[src/rtl/fsup_pkg.sv]
package fsup_pkg;

  typedef logic [1:0] deg_code_t;

  // Window length in clock cycles for a given base and code.
  function automatic int unsigned deg_cycles(input int unsigned base, input deg_code_t code);
    return base << code;
  endfunction

endpackage

[src/rtl/fsup_deglitch.sv]
module fsup_deglitch
  import fsup_pkg::*;
#(
  parameter int unsigned BASE = 105
) (
  input  logic      clk,
  input  logic      rst,
  input  logic      flag_i,
  input  logic      restart_i,
  input  deg_code_t code_i,
  output logic      hit_o
);

  localparam int unsigned MAXC = BASE * 8;
  localparam int          CW   = $clog2(MAXC + 1);

  logic [CW-1:0] cnt_q;
  logic [CW-1:0] lim;

  always_comb begin
    lim   = CW'(deg_cycles(BASE, code_i));
    hit_o = flag_i && !restart_i && (cnt_q >= lim);
  end

  always_ff @(posedge clk) begin
    if (rst || restart_i || !flag_i) begin
      cnt_q <= '0;
    end else if (cnt_q < lim) begin
      cnt_q <= cnt_q + 1'b1;
    end
  end

  // the running count never passes the longest window
  a_r2_cnt_cap: assert property (@(posedge clk) disable iff (rst)
    cnt_q <= CW'(MAXC));

endmodule

[src/rtl/fsup_chan_latch.sv]
module fsup_chan_latch
  import fsup_pkg::*;
#(
  parameter int unsigned BASE = 105
) (
  input  logic      clk,
  input  logic      rst,
  input  deg_code_t code_i,
  input  logic      ovr_i,
  input  logic      pdf_i,
  input  logic      clr_ocp_i,
  input  logic      clr_pdf_i,
  output logic      ocp_o,
  output logic      pdf_o
);

  logic hit;
  logic ocp_q;
  logic pdf_q;

  fsup_deglitch #(.BASE(BASE)) u_deg (
    .clk       (clk),
    .rst       (rst),
    .flag_i    (ovr_i),
    .restart_i (clr_ocp_i),
    .code_i    (code_i),
    .hit_o     (hit)
  );

  // Overcurrent latch: a clear also restarts the window, so it wins here.
  always_ff @(posedge clk) begin
    if (rst) begin
      ocp_q <= 1'b0;
    end else if (hit) begin
      ocp_q <= 1'b1;
    end else if (clr_ocp_i) begin
      ocp_q <= 1'b0;
    end
  end

  // Predriver latch: a live flag beats a clear.
  always_ff @(posedge clk) begin
    if (rst) begin
      pdf_q <= 1'b0;
    end else if (pdf_i) begin
      pdf_q <= 1'b1;
    end else if (clr_pdf_i) begin
      pdf_q <= 1'b0;
    end
  end

  assign ocp_o = ocp_q;
  assign pdf_o = pdf_q;

  // an overcurrent bit only rises after a sampled-high flag
  a_r2_rise_needs_flag: assert property (@(posedge clk) disable iff (rst)
    $rose(ocp_q) |-> $past(ovr_i));

  // a set overcurrent bit survives any cycle without a clear
  a_r3_ocp_hold: assert property (@(posedge clk) disable iff (rst)
    (ocp_q && !clr_ocp_i) |=> ocp_q);

  // a sampled predriver flag always leaves the bit set
  a_r4_pdf_set: assert property (@(posedge clk) disable iff (rst)
    pdf_i |=> pdf_q);

endmodule

[src/rtl/fsup_global.sv]
module fsup_global (
  input  logic clk,
  input  logic rst,
  input  logic ot_i,
  input  logic uv_i,
  input  logic sleep_n_i,
  output logic ot_o,
  output logic uv_o,
  output logic asleep_o
);

  logic ot_q;
  logic uv_q;
  logic slp_q;

  always_ff @(posedge clk) begin
    if (rst) begin
      ot_q  <= 1'b0;
      uv_q  <= 1'b0;
      slp_q <= 1'b0;
    end else begin
      ot_q  <= ot_i;
      slp_q <= !sleep_n_i;
      if (uv_i) begin
        uv_q <= 1'b1;
      end else if (sleep_n_i) begin
        uv_q <= 1'b0;
      end
    end
  end

  assign ot_o     = ot_q;
  assign uv_o     = uv_q;
  assign asleep_o = slp_q;

  // thermal status tracks its flag with one edge of delay
  a_r5_ot_set: assert property (@(posedge clk) disable iff (rst)
    ot_i |=> ot_q);
  a_r5_ot_clear: assert property (@(posedge clk) disable iff (rst)
    !ot_i |=> !ot_q);

  // undervoltage status cannot drop while asleep
  a_r6_uv_sleep_hold: assert property (@(posedge clk) disable iff (rst)
    (uv_q && !sleep_n_i) |=> uv_q);

endmodule

[src/rtl/motor_fault_sup.sv]
module motor_fault_sup
  import fsup_pkg::*;
#(
  parameter int unsigned NCH      = 2,
  parameter int unsigned DEG_BASE = 105
) (
  input  logic           clk,
  input  logic           rst,
  input  logic           sleep_n_i,
  input  logic [1:0]     deg_code_i,
  input  logic [NCH-1:0] ovr_i,
  input  logic [NCH-1:0] pdf_flag_i,
  input  logic           ot_i,
  input  logic           uv_i,
  input  logic [NCH-1:0] clr_ocp_i,
  input  logic [NCH-1:0] clr_pdf_i,
  output logic [NCH-1:0] bridge_off_o,
  output logic [NCH-1:0] ocp_o,
  output logic [NCH-1:0] pdf_o,
  output logic           ot_o,
  output logic           uv_o,
  output logic           fault_n_o
);

  logic [NCH-1:0] ocp_st;
  logic [NCH-1:0] pdf_st;
  logic           ot_st;
  logic           uv_st;
  logic           asleep;
  logic           global_off;

  fsup_global u_glob (
    .clk       (clk),
    .rst       (rst),
    .ot_i      (ot_i),
    .uv_i      (uv_i),
    .sleep_n_i (sleep_n_i),
    .ot_o      (ot_st),
    .uv_o      (uv_st),
    .asleep_o  (asleep)
  );

  assign global_off = asleep | ot_st | uv_st;

  for (genvar ch = 0; ch < NCH; ch++) begin : g_ch
    fsup_chan_latch #(.BASE(DEG_BASE)) u_chan (
      .clk       (clk),
      .rst       (rst),
      .code_i    (deg_code_t'(deg_code_i)),
      .ovr_i     (ovr_i[ch]),
      .pdf_i     (pdf_flag_i[ch]),
      .clr_ocp_i (clr_ocp_i[ch]),
      .clr_pdf_i (clr_pdf_i[ch]),
      .ocp_o     (ocp_st[ch]),
      .pdf_o     (pdf_st[ch])
    );
    assign bridge_off_o[ch] = global_off | ocp_st[ch] | pdf_st[ch];
  end

  assign ocp_o     = ocp_st;
  assign pdf_o     = pdf_st;
  assign ot_o      = ot_st;
  assign uv_o      = uv_st;
  assign fault_n_o = !((|ocp_st) | (|pdf_st) | ot_st | uv_st);

  // a sampled sleep request turns every bridge off
  a_r7_sleep_off: assert property (@(posedge clk) disable iff (rst)
    !sleep_n_i |=> (&bridge_off_o));

  // a thermal flag always pulls the fault pin low
  a_r8_pin_on_ot: assert property (@(posedge clk) disable iff (rst)
    ot_i |=> !fault_n_o);

  // the pin is never released while a bridge is off for a fault
  a_r8_pin_vs_off: assert property (@(posedge clk) disable iff (rst)
    (fault_n_o && !asleep) |-> (bridge_off_o == '0));

endmodule

[config.mk]
export PLATFORM = sky130hd
export DESIGN_NAME = motor_fault_sup
export DESIGN_NICKNAME = d
export VERILOG_FILES = /design/src/rtl/fsup_pkg.sv /design/src/rtl/fsup_deglitch.sv /design/src/rtl/fsup_chan_latch.sv /design/src/rtl/fsup_global.sv /design/src/rtl/motor_fault_sup.sv
export SDC_FILE = /design/constraint.sdc
export NUM_CORES = 1
export LEC_CHECK = 0
export ABC_AREA = 1
export BUFFER_PORTS_ARGS = -buffer_cell sky130_fd_sc_hd__buf_2
export CAP_MARGIN = 20
export CORE_UTILIZATION = 40
export CTS_BUF_LIST = sky130_fd_sc_hd__clkbuf_2 sky130_fd_sc_hd__clkbuf_4 sky130_fd_sc_hd__clkbuf_8
export CTS_CLUSTER_SIZE = 24
export DETAILED_ROUTE_END_ITERATION = 7
export PLACE_DENSITY = 0.68
export SYNTH_ARGS = -nofsm -noshare
export SYNTH_HDL_FRONTEND = slang
export SYNTH_SLANG_ARGS = --single-unit
[constraint.sdc]
create_clock -name clk -period 3.2 [get_ports clk]
set_input_delay 0.32 -clock clk [delete_from_list [all_inputs] [get_ports clk]]
set_output_delay 0.32 -clock clk [all_outputs]
set_load 0.05 [all_outputs]
==> summary.md <==
The share of layout cells above drive strength 1 came out at 15.79%. The total inserted antenna cells is 0. Among all stages on the critical path, the largest delay is contributed by sky130_fd_sc_hd__nand3_1.

The first routing iteration left 64 violations. Summed over all nets, the switching power comes to 0.1807 mW. The buffer cell driving the clock tree root is sky130_fd_sc_hd__clkbuf_8. The part of the power in registers is 53.0%, and the area added between synthesis and finish is 9.243%. The commonest cells after synthesis are 71 x sky130_fd_sc_hd__nand2_1, 35 x sky130_fd_sc_hd__inv_1, 27 x sky130_fd_sc_hd__dfxtp_1. The floorplan step set the die height to 73.01 um.

The standard-cell row count was 25. The critical path class is in2reg. Yosys instantiated no cell more often than sky130_fd_sc_hd__nand2_1. The share of Yosys cell area claimed by the top area cell type came out at 26.80%.

The first global-routing pass estimated 6893 um of wire. For the post-route total power, the log shows 0.6521 mW. The per-cell via count in the routed design was 4.825. The worst setup path is captured at a flip-flop.

For this design the static power due to leakage is 1.049 nW. After global routing, the most crowded layer is met2. For the worst setup path, the data arrival time is 2250 ps. Headroom to the max-slew limit came out at 72.10%. Once the floorplan was initialized, standard cells occupied 42.14% of the core.

Sorting the synthesized cells by area gives the leading types as sky130_fd_sc_hd__dfxtp_1 27%, sky130_fd_sc_hd__ha_1 16%, sky130_fd_sc_hd__nand2_1 13%, sky130_fd_sc_hd__inv_1 6.5%, sky130_fd_sc_hd__a21oi_1 6.2%. Across the run, the number of max-cap violations was 0. The via count of the first global-routing pass came out at 1577. The worst setup path is launched from an input pin. The transition at the pin with the smallest max-transition slack is 417.3 ps, and the final HPWL from detailed placement is 3087 um. For this run, global-route usage on met3 was measured as 1.657%.

The tools report the clock latency at the later pin of the worst-skew pair as 270 ps. The met2 layer usage reported by global route is 26.44%, and the biggest cell delay along the critical path is 330 ps. Derived from the worst setup path, the maximum achievable clock frequency is 477.6 MHz. In the final design database the tool counted 345 nets. Walking the worst path, the cells encountered are buf_2, inv_1, ha_1, nor2_1, ha_1, nand2_1, nor2_1, nand3_1, nand3_2, nor2_1, o21ai_0. The global-route track usage on met1 is 22.58%, and the post-cts gate resize count is 0. The run gives 2203 um2 as the summed area of non-filler cells in the final layout.

TritonCTS built the clock tree. The tools report the routed wire length as 4005 um. Counting stages on the worst path, the most repeated cell is sky130_fd_sc_hd__nor2_1. In this run the tool buffered the top-level ports with 23 buffer cells. The worst register-to-register path has a depth of 7. The tools report the worst hold path startpoint as sleep_n_i. The number of max-slew violations in the final report came out at 0. The worst path uses 65.43% of the clock period. The die covers 5330 um2. The synthesized design contains 0 enable-type register cells. The total internal power is 0.4714 mW, and the residual overflow from global routing is 0. The tools report the via count as 1790. In the final timing run, aggregate negative setup slack is 0 ps.

The worst-path maximum fanout is 11. VDD sags by at most 0.0001697 V. The cell area after synthesis was 2017 um2; the number of failing setup endpoints in the final timing report was 0. The run gives 15.8% as the combinational fraction of design power.

The beginning of the worst register-to-register path is g_ch[0].u_chan.u_deg.cnt_q[5]. For the worst setup skew after layout, the log shows 3.163 ps. Across all register-to-register paths, the minimum setup slack is 1330 ps.

The post-synthesis async set-or-reset flop share is 0%, and the pin count of the biggest net entering global routing is 15. Worst hold path endpoint: u_glob.asleep_o. The number of different library cells used by synthesis comes to 29.

The number of routed nets with antenna violations was 0; the final worst-path setup slack was 1106 ps. The worst register-to-register path ends at g_ch[0].u_chan.ocp_o. Clock-pin slew was measured on the worst setup and hold paths at 90 ps. The final hold violation count is 0, and the DRC violations left is 0.

Summing the sequential cell areas from Yosys gives 26.80% of the chip area. Measured on the finished design, the core utilization comes to 46.04%. The first detailed-routing pass ran for 4 iterations. Synthesis produced a netlist whose cell count is 285.

Dominant register cell in the synthesized netlist: sky130_fd_sc_hd__dfxtp_1. The switching share of total power was 27.71%; the final critical delay including setup and external delays was 2094 ps. The average detailed-routed wire length per instance is 10.80 um, and the CTS sink count is 27. Of all cell types, the one taking the most synthesized area is sky130_fd_sc_hd__dfxtp_1.

The synthesized area per cell works out to 7.077 um2. Power spread over the standard cell area amounts to 296.0 nW/um2. At the end of routability-driven placement, the weighted congestion stood at 0.8311. The logs give 1 for the CTS H-tree depth and 4786 um2 for the core footprint. After synthesis the netlist holds a flip-flop and latch count of 27.

Type of the worst min-delay path: in2reg. Global routing used 16.30% of the available tracks across all layers. The flow ran to the end, and the final reports show no timing, DRC or antenna violations.

Counting instances, the worst hold path has a depth of 2. The part of the total power dissipated in the clock network is 31.2%. The buffer levels on the longest clock path is 2. The logs give 0 for the count of synthesis-stage warnings from yosys and 0 for the initial antenna violation count. When the netlist entered floorplanning its net count stood at 325. The tools report the required arrival time at the worst endpoint as 3350 ps. TritonCTS created 3 clock buffers.

The floorplan die width was 73.01 um. Setup repair after global routing left no endpoint under its margin. Prior to clock tree synthesis, the placed netlist has a worst setup slack of 804.8 ps.

Buffers inserted to repair hold after CTS numbered 0. The cell area after placement was 2155 um2; the count of pins on the block boundary was 24. The number of setup buffers added after CTS came out at 0.
-- worst max-delay path by stage --
stage | cells after the start | slack (ps) | to | start
after floorplan | 1 | 1240 | fault_n_o | u_glob.uv_o
after global placement | 11 | 900 | g_ch[0].u_chan.ocp_o | deg_code_i[1]
after detailed placement | 11 | 800 | g_ch[0].u_chan.ocp_o | deg_code_i[1]
after CTS | 11 | 1100 | g_ch[0].u_chan.ocp_o | deg_code_i[1]
after global routing | 11 | 810 | g_ch[0].u_chan.u_deg.cnt_q[9] | deg_code_i[1]
final | 11 | 1110 | g_ch[0].u_chan.ocp_o | deg_code_i[1]
-- logic make-up after synthesis --
kind of cell / after synthesis / share of synthesized area, %
AND/OR/NAND/NOR: 143 / 32.82
buffers and inverters: 46 / 10.11
AO/OA/AOI/OAI: 34 / 10.42
flip-flops: 27 / 26.80
adder cells (fa/ha/maj): 25 / 15.51
XOR/XNOR: 10 / 4.342
-- placed cells by master (no fill, tap or decap), types with 5 or more instances in the layout --
master / n
sky130_fd_sc_hd__nor2_1: 25
sky130_fd_sc_hd__nand3_1: 18
sky130_fd_sc_hd__ha_1: 25
sky130_fd_sc_hd__xor2_1: 5
sky130_fd_sc_hd__xnor2_1: 5
sky130_fd_sc_hd__inv_1: 35
sky130_fd_sc_hd__a21oi_1: 25
sky130_fd_sc_hd__buf_2: 23
sky130_fd_sc_hd__nand4_1: 11
sky130_fd_sc_hd__nand2_2: 7
sky130_fd_sc_hd__dfxtp_1: 27
sky130_fd_sc_hd__nand2_1: 71
-- worst max-delay path: cells and delay by family --
family	cells	cell delay [ps]
adder cells (fa/ha/maj)	2	520
buffers and inverters	2	210
AND/OR/NAND/NOR	6	1110
AO/OA/AOI/OAI	1	80
-- per-stage QoR --
step	std cells	hold WS (ps)
after CTS	371	201.2
after global placement	367	488.5
after global routing	371	207.8
after floorplan	285	391.2
final	371	205.4
after detailed placement	367	488.2
-- power groups by stage --
| stage | combinational (mW) | clock (mW) | sequential, mW |
|---|---|---|---|
| after floorplan | 0.0733 | 0 | 0.358 |
| after CTS | 0.104 | 0.208 | 0.345 |
| final | 0.103 | 0.204 | 0.345 |
| after global placement | 0.102 | 0 | 0.353 |
| after detailed placement | 0.103 | 0 | 0.353 |
| after global routing | 0.115 | 0.220 | 0.346 |
-- cell type report --
type                            count  area, um2
Timing Repair Buffer               23      115.1
Sequential cell                    27      540.5
Inverter                           38      142.6
Fill cell                         490       2582
Tap cell                           67      83.83
Clock buffer                        4      48.80
Multi-Input combinational cell    212       1272
-- registers in the layout (all words and copies together) (netlist names) --
register,count
g_ch.u_chan.u_deg.cnt_q,20
g_ch.u_chan.ocp_o,2
g_ch.u_chan.pdf_o,2
u_glob.asleep_o,1
u_glob.ot_o,1
u_glob.uv_o,1
-- per-layer routing --
metal / wire [um] / vias up / share of wire, %
li1: - / 956 / -
met1: 1997 / 781 / 50
met2: 1783 / 48 / 45
met3: 179 / 5 / 4.5
met4: 45 / 0 / 1.1
met5: 0 / - / 0
No activity file was read; power rests on OpenSTA's default activity.
